===== config.mk =====
export PLATFORM = sky130hd
export DESIGN_NAME = i2cs_core
export DESIGN_NICKNAME = d
export VERILOG_FILES = /design/src/rtl/i2cs_pkg.sv /design/src/rtl/i2cs_line_sync.sv /design/src/rtl/i2cs_addr_cmp.sv /design/src/rtl/i2cs_core.sv
export SDC_FILE = /design/constraint.sdc
export NUM_CORES = 1
export LEC_CHECK = 0
export ABC_AREA = 1
export ABC_CLOCK_PERIOD_IN_PS = 2900
export BUFFER_PORTS_ARGS = -buffer_cell sky130_fd_sc_hd__buf_2
export CAP_MARGIN = 20
export CORE_MARGIN = 4
export CORE_UTILIZATION = 40
export DETAILED_ROUTE_END_ITERATION = 10
export GPL_TIMING_DRIVEN = 1
export PLACE_DENSITY_LB_ADDON = 0.1
export SLEW_MARGIN = 20
export SYNTH_ARGS = -nofsm -noshare
export SYNTH_HDL_FRONTEND = slang
export SYNTH_HIERARCHICAL = 1
export SYNTH_SLANG_ARGS = --single-unit

===== constraint.sdc =====
create_clock -name clk -period 2.9 [get_ports clk]
set_input_delay 0.29 -clock clk [delete_from_list [all_inputs] [get_ports clk]]
set_output_delay 0.29 -clock clk [all_outputs]
set_load 0.02 [all_outputs]

===== src/rtl/i2cs_pkg.sv =====
package i2cs_pkg;

  typedef enum logic [2:0] {
    ST_IDLE    = 3'd0,
    ST_ADDR_WR = 3'd1,
    ST_ADDR_RD = 3'd2,
    ST_GCALL   = 3'd3,
    ST_RX_ACK  = 3'd4,
    ST_TX_ACK  = 3'd5,
    ST_TX_NACK = 3'd6,
    ST_STOP    = 3'd7
  } stat_e;

  typedef enum logic [2:0] {
    P_IDLE,
    P_RECV,
    P_HOLD,
    P_ACK,
    P_TXWAIT,
    P_SEND,
    P_MACK,
    P_IGNORE
  } phase_e;

endpackage


===== src/rtl/i2cs_line_sync.sv =====
module i2cs_line_sync #(
  parameter int STAGES = 2
) (
  input  logic clk,
  input  logic rst_n,
  input  logic scl_i,
  input  logic sda_i,
  output logic scl_s,
  output logic sda_s,
  output logic scl_rise,
  output logic scl_fall,
  output logic start_det,
  output logic stop_det
);
  localparam int DEPTH = STAGES + 1;

  logic [DEPTH-1:0] scl_q, sda_q;
  logic             scl_p, sda_p;

  always_ff @(posedge clk or negedge rst_n) begin
    if (!rst_n) begin
      scl_q <= '1;
      sda_q <= '1;
    end else begin
      scl_q <= {scl_q[DEPTH-2:0], scl_i};
      sda_q <= {sda_q[DEPTH-2:0], sda_i};
    end
  end

  always_comb begin
    scl_s     = scl_q[STAGES-1];
    sda_s     = sda_q[STAGES-1];
    scl_p     = scl_q[STAGES];
    sda_p     = sda_q[STAGES];
    scl_rise  = scl_s & ~scl_p;
    scl_fall  = ~scl_s & scl_p;
    start_det = scl_s & scl_p & ~sda_s & sda_p;
    stop_det  = scl_s & scl_p & sda_s & ~sda_p;
  end

endmodule


===== src/rtl/i2cs_addr_cmp.sv =====
module i2cs_addr_cmp #(
  parameter int ADDR_W = 7
) (
  input  logic [ADDR_W:0]   byte_in,
  input  logic [ADDR_W-1:0] own_addr,
  input  logic              gcall_en,
  output logic              hit,
  output logic              gcall,
  output logic              rd
);
  logic [ADDR_W-1:0] addr;
  logic              own_hit;

  always_comb begin
    addr    = byte_in[ADDR_W:1];
    rd      = byte_in[0];
    own_hit = (addr == own_addr);
    gcall   = (addr == '0) && gcall_en && !rd;
    hit     = own_hit || gcall;
  end

endmodule


===== src/rtl/i2cs_core.sv =====
module i2cs_core
  import i2cs_pkg::*;
#(
  parameter int ADDR_W      = 7,
  parameter int SYNC_STAGES = 2
) (
  input  logic              clk,
  input  logic              rst_n,
  input  logic              scl_i,
  input  logic              sda_i,
  output logic              scl_pull,
  output logic              sda_pull,
  input  logic [ADDR_W-1:0] own_addr,
  input  logic              ack_en,
  input  logic              gcall_en,
  input  logic [ADDR_W:0]   tx_byte,
  output logic [ADDR_W:0]   rx_byte,
  output logic              hold_flag,
  input  logic              hold_clr,
  output logic [2:0]        status
);
  localparam int BYTE_W = ADDR_W + 1;
  localparam int CNT_W  = $clog2(BYTE_W + 2);
  localparam logic [CNT_W-1:0] LAST_BIT = CNT_W'(BYTE_W);

  // reset: asserted asynchronously, released on a clock edge
  logic [1:0] rst_q;
  logic       rst_i;
  always_ff @(posedge clk or negedge rst_n) begin
    if (!rst_n) rst_q <= 2'b00;
    else        rst_q <= {rst_q[0], 1'b1};
  end
  assign rst_i = rst_q[1];

  logic scl_s, sda_s, scl_rise, scl_fall, start_det, stop_det;

  i2cs_line_sync #(.STAGES(SYNC_STAGES)) u_sync (
    .clk(clk), .rst_n(rst_i), .scl_i(scl_i), .sda_i(sda_i),
    .scl_s(scl_s), .sda_s(sda_s), .scl_rise(scl_rise), .scl_fall(scl_fall),
    .start_det(start_det), .stop_det(stop_det)
  );

  phase_e            ph_q, ph_d;
  logic [CNT_W-1:0]  cnt_q, cnt_d;
  logic [BYTE_W-1:0] sh_q, sh_d, rx_q, rx_d;
  logic              isaddr_q, isaddr_d, rd_q, rd_d;
  logic              hold_q, hold_d, sdap_q, sdap_d, sclp_q, sclp_d;
  stat_e             st_q, st_d;
  logic              hit, gcall, rd_bit;

  i2cs_addr_cmp #(.ADDR_W(ADDR_W)) u_cmp (
    .byte_in(sh_q), .own_addr(own_addr), .gcall_en(gcall_en),
    .hit(hit), .gcall(gcall), .rd(rd_bit)
  );

  always_comb begin
    ph_d = ph_q; cnt_d = cnt_q; sh_d = sh_q; rx_d = rx_q;
    isaddr_d = isaddr_q; rd_d = rd_q; hold_d = hold_q;
    sdap_d = sdap_q; sclp_d = sclp_q; st_d = st_q;
    if (hold_clr) hold_d = 1'b0;
    if (stop_det) begin
      ph_d = P_IDLE; sdap_d = 1'b0; sclp_d = 1'b0; st_d = ST_STOP;
    end else if (start_det && ph_q != P_IGNORE) begin
      ph_d = P_RECV; cnt_d = '0; isaddr_d = 1'b1; rd_d = 1'b0;
      sdap_d = 1'b0; sclp_d = 1'b0;
    end else begin
      unique case (ph_q)
        P_RECV: begin
          if (scl_rise) begin
            sh_d  = {sh_q[BYTE_W-2:0], sda_s};
            cnt_d = cnt_q + 1'b1;
          end else if (scl_fall && cnt_q == LAST_BIT) begin
            if (ack_en && (!isaddr_q || hit)) begin
              sdap_d   = 1'b1;
              rx_d     = sh_q;
              isaddr_d = 1'b0;
              if (isaddr_q && rd_bit) begin
                rd_d = 1'b1;
                ph_d = P_ACK;
              end else begin
                ph_d   = P_HOLD;
                sclp_d = 1'b1;
                hold_d = 1'b1;
                st_d   = !isaddr_q ? ST_RX_ACK : (gcall ? ST_GCALL : ST_ADDR_WR);
              end
            end else begin
              ph_d = P_IGNORE;
            end
          end
        end
        P_HOLD: begin
          if (hold_clr) begin
            sclp_d = 1'b0;
            ph_d   = P_ACK;
          end
        end
        P_ACK: begin
          if (scl_fall) begin
            sdap_d = 1'b0;
            cnt_d  = '0;
            if (rd_q) begin
              ph_d = P_TXWAIT; sclp_d = 1'b1; hold_d = 1'b1; st_d = ST_ADDR_RD;
            end else begin
              ph_d = P_RECV;
            end
          end
        end
        P_TXWAIT: begin
          if (hold_clr) begin
            sh_d   = tx_byte;
            sdap_d = ~tx_byte[BYTE_W-1];
            sclp_d = 1'b0;
            cnt_d  = '0;
            ph_d   = P_SEND;
          end
        end
        P_SEND: begin
          if (scl_rise) begin
            cnt_d = cnt_q + 1'b1;
          end else if (scl_fall) begin
            if (cnt_q == LAST_BIT) begin
              sdap_d = 1'b0;
              ph_d   = P_MACK;
            end else begin
              sh_d   = {sh_q[BYTE_W-2:0], 1'b0};
              sdap_d = ~sh_q[BYTE_W-2];
            end
          end
        end
        P_MACK: begin
          if (scl_rise) begin
            sh_d[0] = sda_s;
          end else if (scl_fall) begin
            cnt_d  = '0;
            hold_d = 1'b1;
            if (!sh_q[0]) begin
              ph_d = P_TXWAIT; sclp_d = 1'b1; st_d = ST_TX_ACK;
            end else begin
              ph_d = P_IGNORE; st_d = ST_TX_NACK;
            end
          end
        end
        default: ;
      endcase
    end
  end

  always_ff @(posedge clk or negedge rst_i) begin
    if (!rst_i) begin
      ph_q <= P_IDLE; cnt_q <= '0; sh_q <= '0; rx_q <= '0;
      isaddr_q <= 1'b0; rd_q <= 1'b0; hold_q <= 1'b0;
      sdap_q <= 1'b0; sclp_q <= 1'b0; st_q <= ST_IDLE;
    end else begin
      ph_q <= ph_d; cnt_q <= cnt_d; sh_q <= sh_d; rx_q <= rx_d;
      isaddr_q <= isaddr_d; rd_q <= rd_d; hold_q <= hold_d;
      sdap_q <= sdap_d; sclp_q <= sclp_d; st_q <= st_d;
    end
  end

  assign scl_pull  = sclp_q;
  assign sda_pull  = sdap_q;
  assign rx_byte   = rx_q;
  assign hold_flag = hold_q;
  assign status    = st_q;

  // a stretch always has a pending handoff behind it
  a_r7_stretch_has_flag: assert property (@(posedge clk) disable iff (!rst_i)
    scl_pull |-> hold_flag);
  // the target only starts pulling SDA while SCL is low
  a_r2_sda_set_scl_low: assert property (@(posedge clk) disable iff (!rst_i)
    $rose(sda_pull) |-> !scl_s);
  // with acknowledge disabled, SDA is pulled only to send data bits
  a_r4_no_ack_disabled: assert property (@(posedge clk) disable iff (!rst_i)
    ($rose(sda_pull) && !$past(ack_en)) |-> (ph_q == P_SEND));
  // an ignoring target leaves both lines alone
  a_r6_ignore_silent: assert property (@(posedge clk) disable iff (!rst_i)
    (ph_q == P_IGNORE) |-> (!sda_pull && !scl_pull));
  // STOP is reported on the next cycle
  a_r10_stop_status: assert property (@(posedge clk) disable iff (!rst_i)
    stop_det |=> (status == ST_STOP));
  // a START outside the ignore phase restarts the bit count
  a_r11_restart: assert property (@(posedge clk) disable iff (!rst_i)
    (start_det && ph_q != P_IGNORE) |=> (ph_q == P_RECV && cnt_q == '0));

endmodule


# --- After elaboration in Yosys (flattened, before gate mapping) ---
# Index checks and enable logic that the tools add are counted.
word_totals:
  register_bits: 39
  input_bits: 22
classes:
  n_addsub: 1
  eq_ne: 43
  muxes: 92
  bitwise: 16
  n_reduce_logical: 34
ops:
  columns: ["op", "count"]
  rows:
  - ["$mux W3", 25]
  - ["$ne A4 B4 Y1 const B", 14]
  - ["$mux W1", 46]
  - ["$mux W8", 5]
  - ["$ne A3 B3 Y1 const B", 11]
  - ["$reduce_and A11 Y1", 2]
  - ["$pmux W7 S3", 1]
  - ["$mux W4", 5]
  - ["$pmux W3 S6", 1]
  - ["$pmux W4 S4", 1]
  - ["$reduce_and A8 Y1", 2]
  - ["$ne A2 B2 Y1 const B", 7]
  - ["$pmux W1 S4", 3]
  - ["$reduce_and A6 Y1", 2]
  - ["$reduce_bool A6 Y1", 2]
  - ["$reduce_and A10 Y1", 1]
  - ["$reduce_and A5 Y1", 2]
  - ["$eq A3 B3 Y1 const B", 3]
  - ["$not A1 Y1", 9]
  - ["$pmux W3 S3", 1]
  - ["$reduce_and A9 Y1", 1]
  - ["$reduce_bool A2 Y1", 4]
  - ["$reduce_bool A4 Y1", 2]
  - ["$reduce_bool A8 Y1", 1]
  - ["other kinds (18)", 35]

# --- Depth between registers and ports, before layout ---
depth:
  word_depth: 12
  mapped_depth: 15
  ltp_nobuf: 15

# --- Cells and area by module ---
# The synthesis kept the hierarchy.
by_module_without_submodules:
  columns: ["module", "instances", "cells_each", "area_each_um2", "seq_area_each_um2"]
  rows:
  - ["i2cs_core", 1, 322, 2344.7, 825.8]
  - ["i2cs_line_sync", 1, 17, 198.9, 157.7]
  - ["i2cs_addr_cmp", 1, 49, 193.9, 0.0]

# --- Worst setup path before layout ---
# No wires, ideal clock.
synth_path:
  path_kind: "reg2reg"
  start: "register u_sync.scl_q[1]"
  end: "register rx_q[2] (netlist: rx_byte[2])"
  setup_ps: 119
  arrival_ps: 1677
  t_required_ps: 2781
  slack_ps: 1104
  path_stages_with_launch: 9
  path_cell_list: "dfstp_2 > nand2_1 > nor2_1 > nand2_4 > a21oi_1 > nand4_2 > buf_6 > nand2_1 > o21ai_2"
synth_via:
  elab_chain_cells: 6
synth_lines:
  columns: ["element", "line_no", "text"]
  rows:
  - ["from (decl)", "i2cs_line_sync.sv:17", "logic [DEPTH-1:0] scl_q, sda_q;"]
  - ["from (signal assigned)", "i2cs_line_sync.sv:25", "scl_q <= {scl_q[DEPTH-2:0], scl_i};"]
  - ["$and A1 B1 Y1 (3 in a row)", "i2cs_line_sync.sv:37", "start_det = scl_s & scl_p & ~sda_s & sda_p;"]
  - ["net start_det", "i2cs_core.sv:35", "logic scl_s, sda_s, scl_rise, scl_fall, start_det, stop_det;"]
  - ["$logic_and A1 B1 Y1", "i2cs_core.sv:63", "end else if (start_det && ph_q != P_IGNORE) begin"]
  - ["$not A1 Y1 (no source line)", null, null]
  - ["$reduce_and A6 Y1 (no source line)", null, null]
  - ["to (signal assigned)", "i2cs_core.sv:150", "ph_q <= P_IDLE; cnt_q <= '0; sh_q <= '0; rx_q <= '0;"]
  - ["to (signal assigned)", "i2cs_core.sv:154", "ph_q <= ph_d; cnt_q <= cnt_d; sh_q <= sh_d; rx_q <= rx_d;"]
  - ["to (decl)", "i2cs_core.sv:45", "logic [BYTE_W-1:0] sh_q, sh_d, rx_q, rx_d;"]
# The timed path passes the listed nets, and every way through them passes these cells.
# A chain may end at the register's enable or synchronous reset.

# --- Worst setup path after layout ---
# Ends and elaborated chain as after synthesis.

==> qor.yml <==
cp-end-kind: "register"
post-route-period-util_pct: 76.0
drv_slew: 0
max_stage_delay_ns: 0.56
power_w: 0.00293
path_buf_inv: 0
final_area_sq_um: 3070
highest_layer: "met4"
clkTransAtPathRegs_ns: 0.09
io_pins: 36
cts-root-buf: "clkbuf_8"
placed_area_sq_um: 2940
min_period_ns: 2.20
cts_setup_buffers: 0
finalHoldViolCount: 0
ctsResizeCount: 0
cp_common_cell: "nand2_1"
met3_length_um: 417
synth_seq_cells: 39
first_iter_violations: 249
mappedNetlistArea_sq_um: 2740
regToRegStartpoint: "u_sync/scl_q[1]"
htreeDepth: 2
p_per_area_nw_per_um2: 954
fin_ws_ns: 0.696
slowest_stage: "dfstp_2"
synth_top_area_share_pct: 30.2
grt_max_degree: 25
drive_gt1_share_pct: 23.0
min_to: "u_sync/sda_q[0]"
floorplan.core_area_sq_um: 6490
cts_tree: "done"
synth_cells: 388
initial_utilization_pct: 42.1
worstPathRequired_ns: 3.09
grt_pass1_wl_um: 11900
grt_pass1_vias: 2401
synth_nets: 412
worstReg2RegEnd: "rx_byte[2]"
timing.fmax_ghz: 0.454
clock_sinks: 39
synthTopCellsByArea: "dfrtp_1 30%, nand2_1 16%, inv_1 6.3%, nand3_1 6.0%, nor2_1 6.0%"
ir_worst_vdd_uv: 417
crit_type: "reg -> reg"
hp-class: "in -> reg"
crit_family: "simple AND/OR/NAND/NOR gates"
async_flop_share_pct: 100
reg2regPathDepth: 7
synthTopCellsByCount: "119 x nand2_1, 46 x inv_1, 44 x nor2_1, 33 x dfrtp_1, 33 x nand3_1"
m1WireLength_um: 3500
vias_per_cell: 5.08
crit_chain: "nand2_1, nor2_1, nand2_4, a21oi_1, nand4_2, nand2_1, o21ai_2"
synth-main-ff-cell: "dfrtp_1"
dp_hpwl_um: 5580
syn_to_final_growth_pct: 12.2
post_drt_wl_per_cell_um: 14.2
track_usage_pct: 17.7
yosysSeqAreaShare_pct: 35.9
post-synth-top-count-cell: "nand2_1"
cts_hold_buf: 1
wl_met2_um: 3080
worst_setup_path_start_kind: "register"
whs_path_depth: 1
setup_tns_ns: 0
drt-total-wl_um: 7140
syn_area_per_cell_sq_um: 7.06
dr.pass1.iters: 5
drc_errors: 0
clockBufferDepth: 2
antenna_found_initial: 0
synth_edf_count: 0
clock_latency_ns: 0.30
diodes: 0
synth_top_area_cell: "dfrtp_1"
p_leak_nw: 1.65
fp.dieH_um: 90.7
path_max_fanout: 16
port_buffers: 35
die_w_um: 90.7
ant_nets: 0
gr-total-overflow: 0
fp-row-count: 29
fin_nets: 449
rsz0062_at_grt: "no"
cap_violations: 0
die-area_sq_um: 8230
finClkSkew_ns: 0.00832
rrSetupSlack_ns: 0.70
status: "finished clean"
numCtsBuffers: 5
dp_slack_ns: 0.701
worstPathArrival_ns: 2.39
gp_congestion: 0.993
vias: 2555
finalSetupViolCount: 0
slew_headroom_pct: 62.0
synth_cell_type_count: 42
tightest_slew_ns: 0.569
ys_warn_count: 6
min_from: "sda_i"
cell type report:
| cell class | instances | area (sq um) |
|---|---|---|
| repair buffers | 39 | 208 |
| inverters | 52 | 205 |
| flip-flops and latches | 39 | 983 |
| clock buffers | 5 | 68.8 |
| well taps | 77 | 96.3 |
| fillers | 657 | 3420 |
| multi-input cells | 288 | 1460 |
| clock inverters | 3 | 47.5 |
report_power, final:
part	total [W]	internal (W)	switching, W
sequential	0.000850	0.000671	0.000179
combinational	0.00159	0.000543	0.00105
clock	0.000489	0.000261	0.000228
total	0.00293	0.00148	0.00145
cells by family after synthesis:
kind of cell	count (synthesis)	share of synthesized area (%)
XOR/XNOR	1	0.320
AO/OA/AOI/OAI	54	13.8
AND/OR/NAND/NOR	230	38.2
adder cells (fa/ha/maj)	2	0.914
flip-flops	39	35.9
buffers and inverters	61	10.7
other	1	0.137
layer usage:
layer  up-vias  GRT usage, %
li1       1311             -
met1      1150          25.3
met2        78          26.9
met3        16          3.50
met4         0          5.36
met5         -             0
worst max path at each step:
stage	from	cells past startpoint	slack [ns]	end
finish	u_sync/scl_q[1]	7	0.70	rx_byte[2]
global route	sh_q[6]	9	0.47	rx_byte[2]
CTS	u_sync/scl_q[1]	7	0.68	rx_byte[2]
detailed placement	u_sync/scl_q[1]	7	0.70	rx_byte[2]
global placement	u_sync/scl_q[1]	7	0.76	rx_byte[7]
floorplan	u_sync/scl_q[1]	8	1.10	rx_byte[2]
cell usage in the layout (no fill, tap or decap), drive strengths merged, types with 2 or more instances in the layout:
master / n
nand2: 128
o21ai: 37
a21oi: 8
a31oi: 3
buf: 38
nand3: 37
dfrtp: 33
o21bai: 2
nor3: 3
clkinv: 2
clkbuf: 5
dfstp: 6
o211ai: 2
nor2: 51
nand4: 7
inv: 52
ha: 2
stage by stage:
| step | utilization (%) | cells | hold slack [ns] |
|---|---|---|---|
| final | 47.3 | 503 | 0.0809 |
| after global routing | 47.3 | 503 | 0.0656 |
| after CTS | 47.3 | 503 | 0.0787 |
| after detailed placement | 45.3 | 494 | 0.0761 |
| after global placement | 45.3 | 494 | 0.0747 |
| after floorplan | - | 388 | -0.00559 |
sequential cells by signal, summed over array words and instances (netlist names):
| name | count |
|---|---|
| cnt_q | 4 |
| u_sync/sda_q | 3 |
| sh_q | 8 |
| scl_pull | 1 |
| u_sync/scl_q | 3 |
| ph_q | 3 |
| rd_q | 1 |
| rst_q | 2 |
| sda_pull | 1 |
| isaddr_q | 1 |
| status | 3 |
| rx_byte | 8 |
| hold_flag | 1 |
Power figures use the tool's default switching activity.
